$ cat src/rtl/ffirst_seq.sv
module ffirst_seq #(
  parameter int IDXW = 6
) (
  input  logic            clk,
  input  logic            rst_n,
  input  logic            start,
  input  logic [IDXW:0]   vl_in,
  input  logic [1:0]      sel,
  input  logic            inv,
  input  logic            incl,
  input  logic            cmp_only,
  input  logic            elem_valid,
  input  logic [IDXW-1:0] elem_idx,
  input  logic [3:0]      cond,
  output logic            wr_en,
  output logic [IDXW-1:0] wr_idx,
  output logic            done,
  output logic [IDXW:0]   new_vl
);
  localparam int EQ_BIT = 2;

  logic          busy;
  logic [IDXW:0] cnt;
  logic [IDXW:0] vl;

  wire          take    = busy && elem_valid && ({1'b0, elem_idx} == cnt);
  wire          tbit    = cmp_only ? cond[EQ_BIT] : cond[sel];
  wire          fail    = (tbit == inv);
  wire [IDXW:0] cnt_nxt = cnt + 1'b1;

  always_ff @(posedge clk) begin
    if (!rst_n) begin
      busy   <= 1'b0;
      cnt    <= '0;
      vl     <= '0;
      new_vl <= '0;
      done   <= 1'b0;
      wr_en  <= 1'b0;
      wr_idx <= '0;
    end else begin
      done  <= 1'b0;
      wr_en <= 1'b0;
      if (start) begin
        vl   <= vl_in;
        cnt  <= '0;
        busy <= (vl_in != '0);
        if (vl_in == '0) begin
          done   <= 1'b1;
          new_vl <= '0;
        end
      end else if (take) begin
        wr_idx <= cnt[IDXW-1:0];
        if (fail) begin
          busy   <= 1'b0;
          done   <= 1'b1;
          wr_en  <= incl;
          new_vl <= incl ? cnt_nxt : cnt;
        end else begin
          wr_en <= 1'b1;
          cnt   <= cnt_nxt;
          if (cnt_nxt == vl) begin
            busy   <= 1'b0;
            done   <= 1'b1;
            new_vl <= vl;
          end
        end
      end
    end
  end

  assert_no_write_idle_R5: assert property (@(posedge clk) disable iff (!rst_n)
    (!busy && !start) |=> !wr_en);

  assert_write_in_range_R1: assert property (@(posedge clk) disable iff (!rst_n)
    wr_en |-> ({1'b0, wr_idx} < vl));

  assert_trunc_bound_R3: assert property (@(posedge clk) disable iff (!rst_n)
    done |-> (new_vl <= vl));

  assert_zero_len_R9: assert property (@(posedge clk) disable iff (!rst_n)
    (start && vl_in == '0) |=> (done && new_vl == '0 && !wr_en));

  assert_incl_write_R4: assert property (@(posedge clk) disable iff (!rst_n)
    (take && !start && fail && incl) |=> (wr_en && done && new_vl == {1'b0, wr_idx} + 1'b1));
endmodule

$ cat config.mk
export PLATFORM = sky130hd
export DESIGN_NAME = ffirst_seq
export DESIGN_NICKNAME = d
export VERILOG_FILES = /design/src/rtl/ffirst_seq.sv
export SDC_FILE = /design/constraint.sdc
export NUM_CORES = 1
export LEC_CHECK = 0
export BUFFER_PORTS_ARGS = -buffer_cell sky130_fd_sc_hd__buf_2
export CAP_MARGIN = 30
export CORE_ASPECT_RATIO = 1.2
export CORE_MARGIN = 2
export CORE_UTILIZATION = 53
export DETAILED_ROUTE_END_ITERATION = 6
export PLACE_DENSITY = 0.9
export REMOVE_ABC_BUFFERS = 1
export SYNTH_ARGS = -nofsm -noshare
export SYNTH_HDL_FRONTEND = slang
export SYNTH_SLANG_ARGS = --single-unit
$ cat constraint.sdc
create_clock -name clk -period 3 [get_ports clk]
set_input_delay 0.15 -clock clk [delete_from_list [all_inputs] [get_ports clk]]
set_output_delay 0.15 -clock clk [all_outputs]
set_load 0.01 [all_outputs]
==> summary.md, run 1 <==
| Metric | Value |
|---|---|
| Design area | 1950 µm² |
| DRC viols | 0 |
| Mapped Avg Cell Area | 9.18 µm² |
| Vias/cell | 5.72 |
| Inserted Diodes | 0 |
| Ys async rst share | 0% |
| CP Data Arrival Time | 2780 ps |
| Post-synth EDFFs | 0 |
| Cts bufs inserted | 5 |
| Share of layout cells above drive strength 1 | 23.3% |
| Post-synth top area share | 34.6% |
| Largest area contributor in the netlist | dfxtp_1 |
| Flops & latches, synth | 30 |
| CP required | 3260 ps |
| Clock tree root buffer cell | clkbuf_4 |
| Seq/Total Area, Yosys | 34.6% |
| Fillers | 278 |
| Detailed Route Iter0 Violations | 32 |
| CTS resizes | 0 |
| Critical path startpoint category | register |
| Fin util | 63.3% |
| CP max stage delay | 510 ps |
| Final setup viols | 0 |
| Pin count of the biggest net entering global routing | 25 |
| Final setup TNS | 0 ps |
| Final WS setup | 480 ps |
| FF+latch area | 601 µm² |
| Gate power share | 12.2% |
| Worst min-delay path class | in -> reg |
| Vias | 1481 |
| Area grow syn2layout | 12.5% |
| Internal power | 0.000560 W |
| Status | completed |
| Initial antenna violation count | 0 |
| Overall routed net length | 3740 µm |
| Fin. Hold Viols | 0 |
| Max-cap violations | 0 |
| CP Cell Sequence | ha_1, and2_4, nand2_4, or3_1, a2111o_1, a22oi_4, mux2i_1 |
| Core area | 3080 µm² |
| Leak | 0.848 nW |
| Synth Flop Type | dfxtp_1 |
| Chip width | 56.2 µm |
| Worst Setup SP | cnt[0]$_SDFFE_PP0P_ |
| Max VDD drop | 0.254 mV |
| H-tree levels | 2 |
| Post-DP HPWL | 2690 µm |
| Gr usage total | 21.8% |
| Max Slew Vio Count | 0 |
| P_sw | 0.000197 W |
| Worst Path Max Fanout | 9 |
| Hold_sp | vl_in[1] |
| Fmax | 397 MHz |
| CP top delay family | compound AO/OA/AOI/OAI gates |
| RSZ-0062 raised after global routing | false |
| Top post-synthesis cells by area | dfxtp_1, mux2i_1, xnor2_1 |
| Sequential power share | 54.4% |
| CTS tree | built |
| Pre-CTS setup slack | 518 ps |
| Antenna-violating nets left | 0 |
| Routability cong. | 0.972 |
| Number of global-route vias before repair | 1405 |
| Reg2reg start | cnt[0]$_SDFFE_PP0P_ |
| Initial Util | 56.3% |
| Buffers and inverters on the worst path | 0 |
| WL per Instance | 14.4 µm |
| Clock transition at path regs | 90 ps |
| Skew-Pair Late Insertion Delay | 340 ps |
| Initial DRT Pass Iterations | 5 |
| Die Height | 66.7 µm |
| # IOs | 41 |
| # rows | 22 |
| Switching power share of the total | 26.0% |
| CTS sink cnt | 30 |
| CTS max path bufs | 2 |
| CP max stage cell | dfxtp_1 |
| Syn Std Cell Area | 1740 µm² |
| Cts hold-fix bufs | 0 |
| Final nets | 249 |
| Multi-input logic area | 1030 µm² |
| # Post-CTS Setup Buffers | 0 |
| Final period util | 84.0% |
| PortBufs | 40 |
| Die ar. | 3750 µm² |
| Slew margin rel. | 48.4% |
| Yosys cell types | 40 |
| Clk pwr share | 33.5% |
| Total gr overflow | 0 |
| CP Capture Type | register |
| First-pass GRT wire length | 6270 µm |
| Slew at the pin closest to its max-slew limit | 772 ps |
| PD cells | 388 nW/µm² |
| Placed Area | 1890 µm² |
| Synth warnings | 0 |
| Tmin final | 2520 ps |
| Synth Instances | 189 |
| Setup Skew | 9.36 ps |
| Critical path type | reg -> reg |
[metal layers]
layer | vias up | routed length, µm | share of wire [%] | global-route usage [%]
met5 | - | 0 | 0 | 0
met4 | 0 | 123 | 3.3 | 11.6
met3 | 11 | 273 | 7.3 | 5.24
met2 | 61 | 1770 | 47 | 36.2
met1 | 693 | 1560 | 42 | 26.1
li1 | 716 | - | - | -
[path summary, 6_finish.rpt]
path                            endpoint  slack [ps]  cells after the start
hold / removal        vl[1]$_SDFFE_PN0P_          90                      3
setup reg to reg  new_vl[0]$_SDFFE_PN0P_         480                      7
setup / recovery  new_vl[0]$_SDFFE_PN0P_         480                      7
hold reg to reg   new_vl[6]$_SDFFE_PN0P_         460                      2
[power groups by stage]
stage | Sequential, W | Combinational [W] | Clock [W]
3_5_place_dp | 0.000420 | 0.0000912 | 0
5_1_grt | 0.000412 | 0.000101 | 0.000281
3_3_place_gp | 0.000420 | 0.0000890 | 0
4_1_cts | 0.000411 | 0.0000919 | 0.000259
2_1_floorplan | 0.000418 | 0.0000531 | 0
6_report | 0.000411 | 0.0000920 | 0.000253
[cell usage after synthesis, types with 2 or more instances]
cell and number:
mux2i_1 23, nand4_1 3, and2_1 3, and3_1 3, clkbuf_1 6, nor2b_1 15, buf_2 3, nand3_1 4
o21ai_0 5, nand2b_1 2, nand3b_1 3, inv_1 3, o211ai_1 6, a21oi_1 3, dfxtp_1 30, xor2_1 8
nand2_1 20, xnor2_1 15, or3_1 4, nor2_1 8, buf_6 3
[cells by family (layout without fill, tap and decap cells)]
logic type | count (synthesis) | after routing | share of synthesized area [%]
XOR/XNOR | 23 | 23 | 11.6
AO/OA/AOI/OAI | 22 | 22 | 9.66
AND/OR/NAND/NOR | 73 | 73 | 24.4
multiplexers | 23 | 23 | 13.3
buffers and inverters | 17 | 51 | 5.77
adder cells (fa/ha/maj) | 1 | 1 | 0.721
flip-flops | 30 | 30 | 34.6
[layout make-up]
type	instances	area share, %
Multi-Input combinational cell	142	53.0
Sequential cell	30	30.8
Timing Repair Buffer	40	10.3
Clock buffer	7	2.82
Tap cell	36	2.31
Inverter	3	0.577
Clock inverter	1	0.256
[sequential cells by signal, indices dropped and copies added (netlist names)]
register and flops:
cnt 7, new_vl 7, vl 7, wr_idx 6
busy 1, done 1, wr_en 1
[placed cells by master (no fill, tap or decap), drive strengths merged, types with 3 or more instances in the layout]
cell type / instances
xor2: 8
clkbuf: 7
mux2i: 23
nand3b: 3
nor2: 8
inv: 3
nand4: 3
nand2: 21
o21ai: 5
o211ai: 6
and3: 3
nand3: 4
nor2b: 15
xnor2: 15
dfxtp: 30
a21oi: 3
and2: 4
or3: 4
buf: 40
[per-stage QoR]
stage	hold slack [ps]	std cells	total power [W]
finish	87.7	259	0.000756
global route	98.4	259	0.000795
floorplan	272	175	0.000471
detailed placement	434	251	0.000511
global placement	421	251	0.000509
CTS	85.0	259	0.000762
[tightest hold or removal path: cells and delay by family]
family | cells | cell delay [ps]
mux | 1 | 60
buf+inv | 1 | 90
simple gates | 1 | 90
Note: power is estimated with default switching activity, not from simulation.
==> run 2: changes to the inputs <==
--- a/config.mk
+++ b/config.mk
@@ -9,9 +9,9 @@
 export CAP_MARGIN = 30
 export CORE_ASPECT_RATIO = 1.2
 export CORE_MARGIN = 2
-export CORE_UTILIZATION = 53
+export CORE_UTILIZATION = 48
 export DETAILED_ROUTE_END_ITERATION = 6
-export PLACE_DENSITY = 0.9
+export PLACE_DENSITY = 0.86
 export REMOVE_ABC_BUFFERS = 1
 export SYNTH_ARGS = -nofsm -noshare
 export SYNTH_HDL_FRONTEND = slang
==> constraint.sdc (replaced) <==
create_clock -name clk -period 2.3 [get_ports clk]
set_input_delay 0.115 -clock clk [delete_from_list [all_inputs] [get_ports clk]]
set_output_delay 0.115 -clock clk [all_outputs]
set_load 0.01 [all_outputs]
==> summary.md, run 2 (synthesis results as in run 1) <==
| Metric | Value |
|---|---|
| Status | finished with violations |
| Failing checks | DRC |
| Total gr overflow | 0 |
| Area grow syn2layout | 20.9% |
| Max Slew Vio Count | 0 |
| Hold_sp | vl_in[6] |
| FF+latch area | 603 µm² |
| Inserted Diodes | 0 |
| Post-DP HPWL | 2890 µm |
| Pre-CTS setup slack | 24.2 ps |
| Final nets | 258 |
| Initial DRT Pass Iterations | 6 |
| Initial Util | 51.1% |
| Detailed Route Iter0 Violations | 50 |
| Hold Path Sink | vl[6]$_SDFFE_PN0P_ |
| CP Data Arrival Time | 2380 ps |
| Worst r2r path cells | 7 |
| Fin. Hold Viols | 0 |
| Max VDD drop | 0.542 mV |
| CTS sink cnt | 30 |
| Largest registers | cnt (7), new_vl (7), vl (7) |
| CP required | 2520 ps |
| Chip width | 58.9 µm |
| Final period util | 93.8% |
| Core area | 3400 µm² |
| Share of layout cells above drive strength 1 | 28.0% |
| Slew margin rel. | 50.7% |
| Vias | 1482 |
| CP max stage delay | 600 ps |
| Vias/cell | 5.51 |
| Worst Path Max Fanout | 10 |
| P_sw | 0.000274 W |
| Final WS setup | 143 ps |
| Clock tree root buffer cell | clkbuf_8 |
| Routability cong. | 0.919 |
| CP max stage cell | dfxtp_1 |
| Die ar. | 4110 µm² |
| Cts bufs inserted | 5 |
| Clock transition at path regs | 60 ps |
| Tmin final | 2160 ps |
| Reg2reg start | cnt[3]$_SDFFE_PP0P_ |
| CP top delay family | flip-flops |
| RSZ-0062 raised after global routing | false |
| Buffers and inverters on the worst path | 1 |
| CP Cell Sequence | and3_1, nand3_1, xnor2_1, a2111o_1, a22oi_4, buf_12, mux2i_1 |
| Number of global-route vias before repair | 1431 |
| CP Capture Type | register |
| Most frequent cells in the layout | buf_2, dfxtp_1, mux2i_1, nand2_1 |
| WL per Instance | 14.4 µm |
| Antenna-violating nets left | 0 |
| H-tree levels | 2 |
| First-pass GRT wire length | 6340 µm |
| Reg-to-reg critical path endpoint | new_vl[5]$_SDFFE_PN0P_ |
| # rows | 23 |
| Setup Skew | 4.05 ps |
| Design area | 2100 µm² |
| Commonest non-fill, non-tap cell in the layout | buf_2 |
| DRC viols | 4 |
| Skew-Pair Late Insertion Delay | 290 ps |
| CTS tree | built |
| Fmax | 464 MHz |
| Critical path startpoint category | register |
| Internal power | 0.000888 W |
| Initial antenna violation count | 0 |
| PD cells | 554 nW/µm² |
| Gr usage total | 20.4% |
| Worst min-delay path class | in -> reg |
| Placed Area | 1950 µm² |
| PortBufs | 40 |
| # IOs | 41 |
| Sequential power share | 46.2% |
| Fin util | 61.8% |
| CTS max path bufs | 2 |
| Leak | 0.917 nW |
| Max-cap violations | 0 |
| Final setup TNS | 0 ps |
| Multi-input logic area | 1050 µm² |
| Pin count of the biggest net entering global routing | 24 |
| Clk pwr share | 43.0% |
| Overall routed net length | 3880 µm |
| Switching power share of the total | 23.6% |
| Worst hold stages | 3 |
| Reg-to-reg setup timing slack | 140 ps |
| Cts hold-fix bufs | 0 |
| Die Height | 69.9 µm |
| Gate power share | 10.8% |
| Fillers | 314 |
| Slew at the pin closest to its max-slew limit | 737 ps |
| Final setup viols | 0 |
| Critical path type | reg -> reg |
## run 2: cell count changes in the layout (fill, tap and decap cells not counted)
cell	delta
buf_12	+1
buf_4	+8
clkbuf_1	-1
clkbuf_4	-5
clkbuf_8	+7
clkinv_2	-1
dfxtp_1	-2
dfxtp_2	+2
ha_1	-1
ha_4	+1
## run 2: per-stage QoR
step / power [W] / hold slack, ps / std cells
2_1_floorplan: 0.000615 / 237 / 175
3_3_place_gp: 0.000668 / 386 / 260
3_5_place_dp: 0.000673 / 404 / 260
4_1_cts: 0.00117 / 103 / 268
5_1_grt: 0.00121 / 133 / 269
6_report: 0.00116 / 106 / 269
## run 2: worst max-delay path by stage
stage	startpoint	endpoint	cells past startpoint
after CTS	cnt[1]$_SDFFE_PP0P_	new_vl[5]$_SDFFE_PN0P_	7
after global placement	cnt[0]$_SDFFE_PP0P_	new_vl[2]$_SDFFE_PN0P_	7
after global routing	cnt[3]$_SDFFE_PP0P_	new_vl[6]$_SDFFE_PN0P_	7
after floorplan	cnt[0]$_SDFFE_PP0P_	new_vl[0]$_SDFFE_PN0P_	7
final	cnt[3]$_SDFFE_PP0P_	new_vl[5]$_SDFFE_PN0P_	7
after detailed placement	cnt[1]$_SDFFE_PP0P_	new_vl[5]$_SDFFE_PN0P_	7
## run 2: worst register-to-register path, cell delays in order, from the launching register on
cell and delay [ps]:
dfxtp_1 600, and3_1 260, nand3_1 120, xnor2_1 170
a2111o_1 380, a22oi_4 210, buf_12 160, mux2i_1 180
## run 2: cell type report
cell class,instances,area share (%)
multi-input cells,142,49.9
clock buffers,8,5.25
repair buffers,49,13.4
flip-flops and latches,30,28.7
inverters,3,0.537
well taps,37,2.21
## run 2: timing repair
| action | CTS | global route |
|---|---|---|
| resized for setup | 0 | 4 |
| endpoints found under the setup margin | 0 | 8 |
| buffers inserted | 0 | 1 |
## run 2: layer usage
metal	vias to the layer above	wire length, µm	GRT usage (%)
met5	-	0	0
met4	0	79	8.33
met3	7	257	5.93
met2	50	1970	34.4
met1	689	1570	23.4
li1	736	-	-
## run 2: power groups by stage
| stage | Clock (W) | Combinational, W | Sequential (W) |
|---|---|---|---|
| detailed placement | 0 | 0.000124 | 0.000549 |
| CTS | 0.000510 | 0.000124 | 0.000537 |
| global route | 0.000533 | 0.000139 | 0.000538 |
| finish | 0.000500 | 0.000125 | 0.000537 |
| global placement | 0 | 0.000120 | 0.000548 |
| floorplan | 0 | 0.0000692 | 0.000546 |
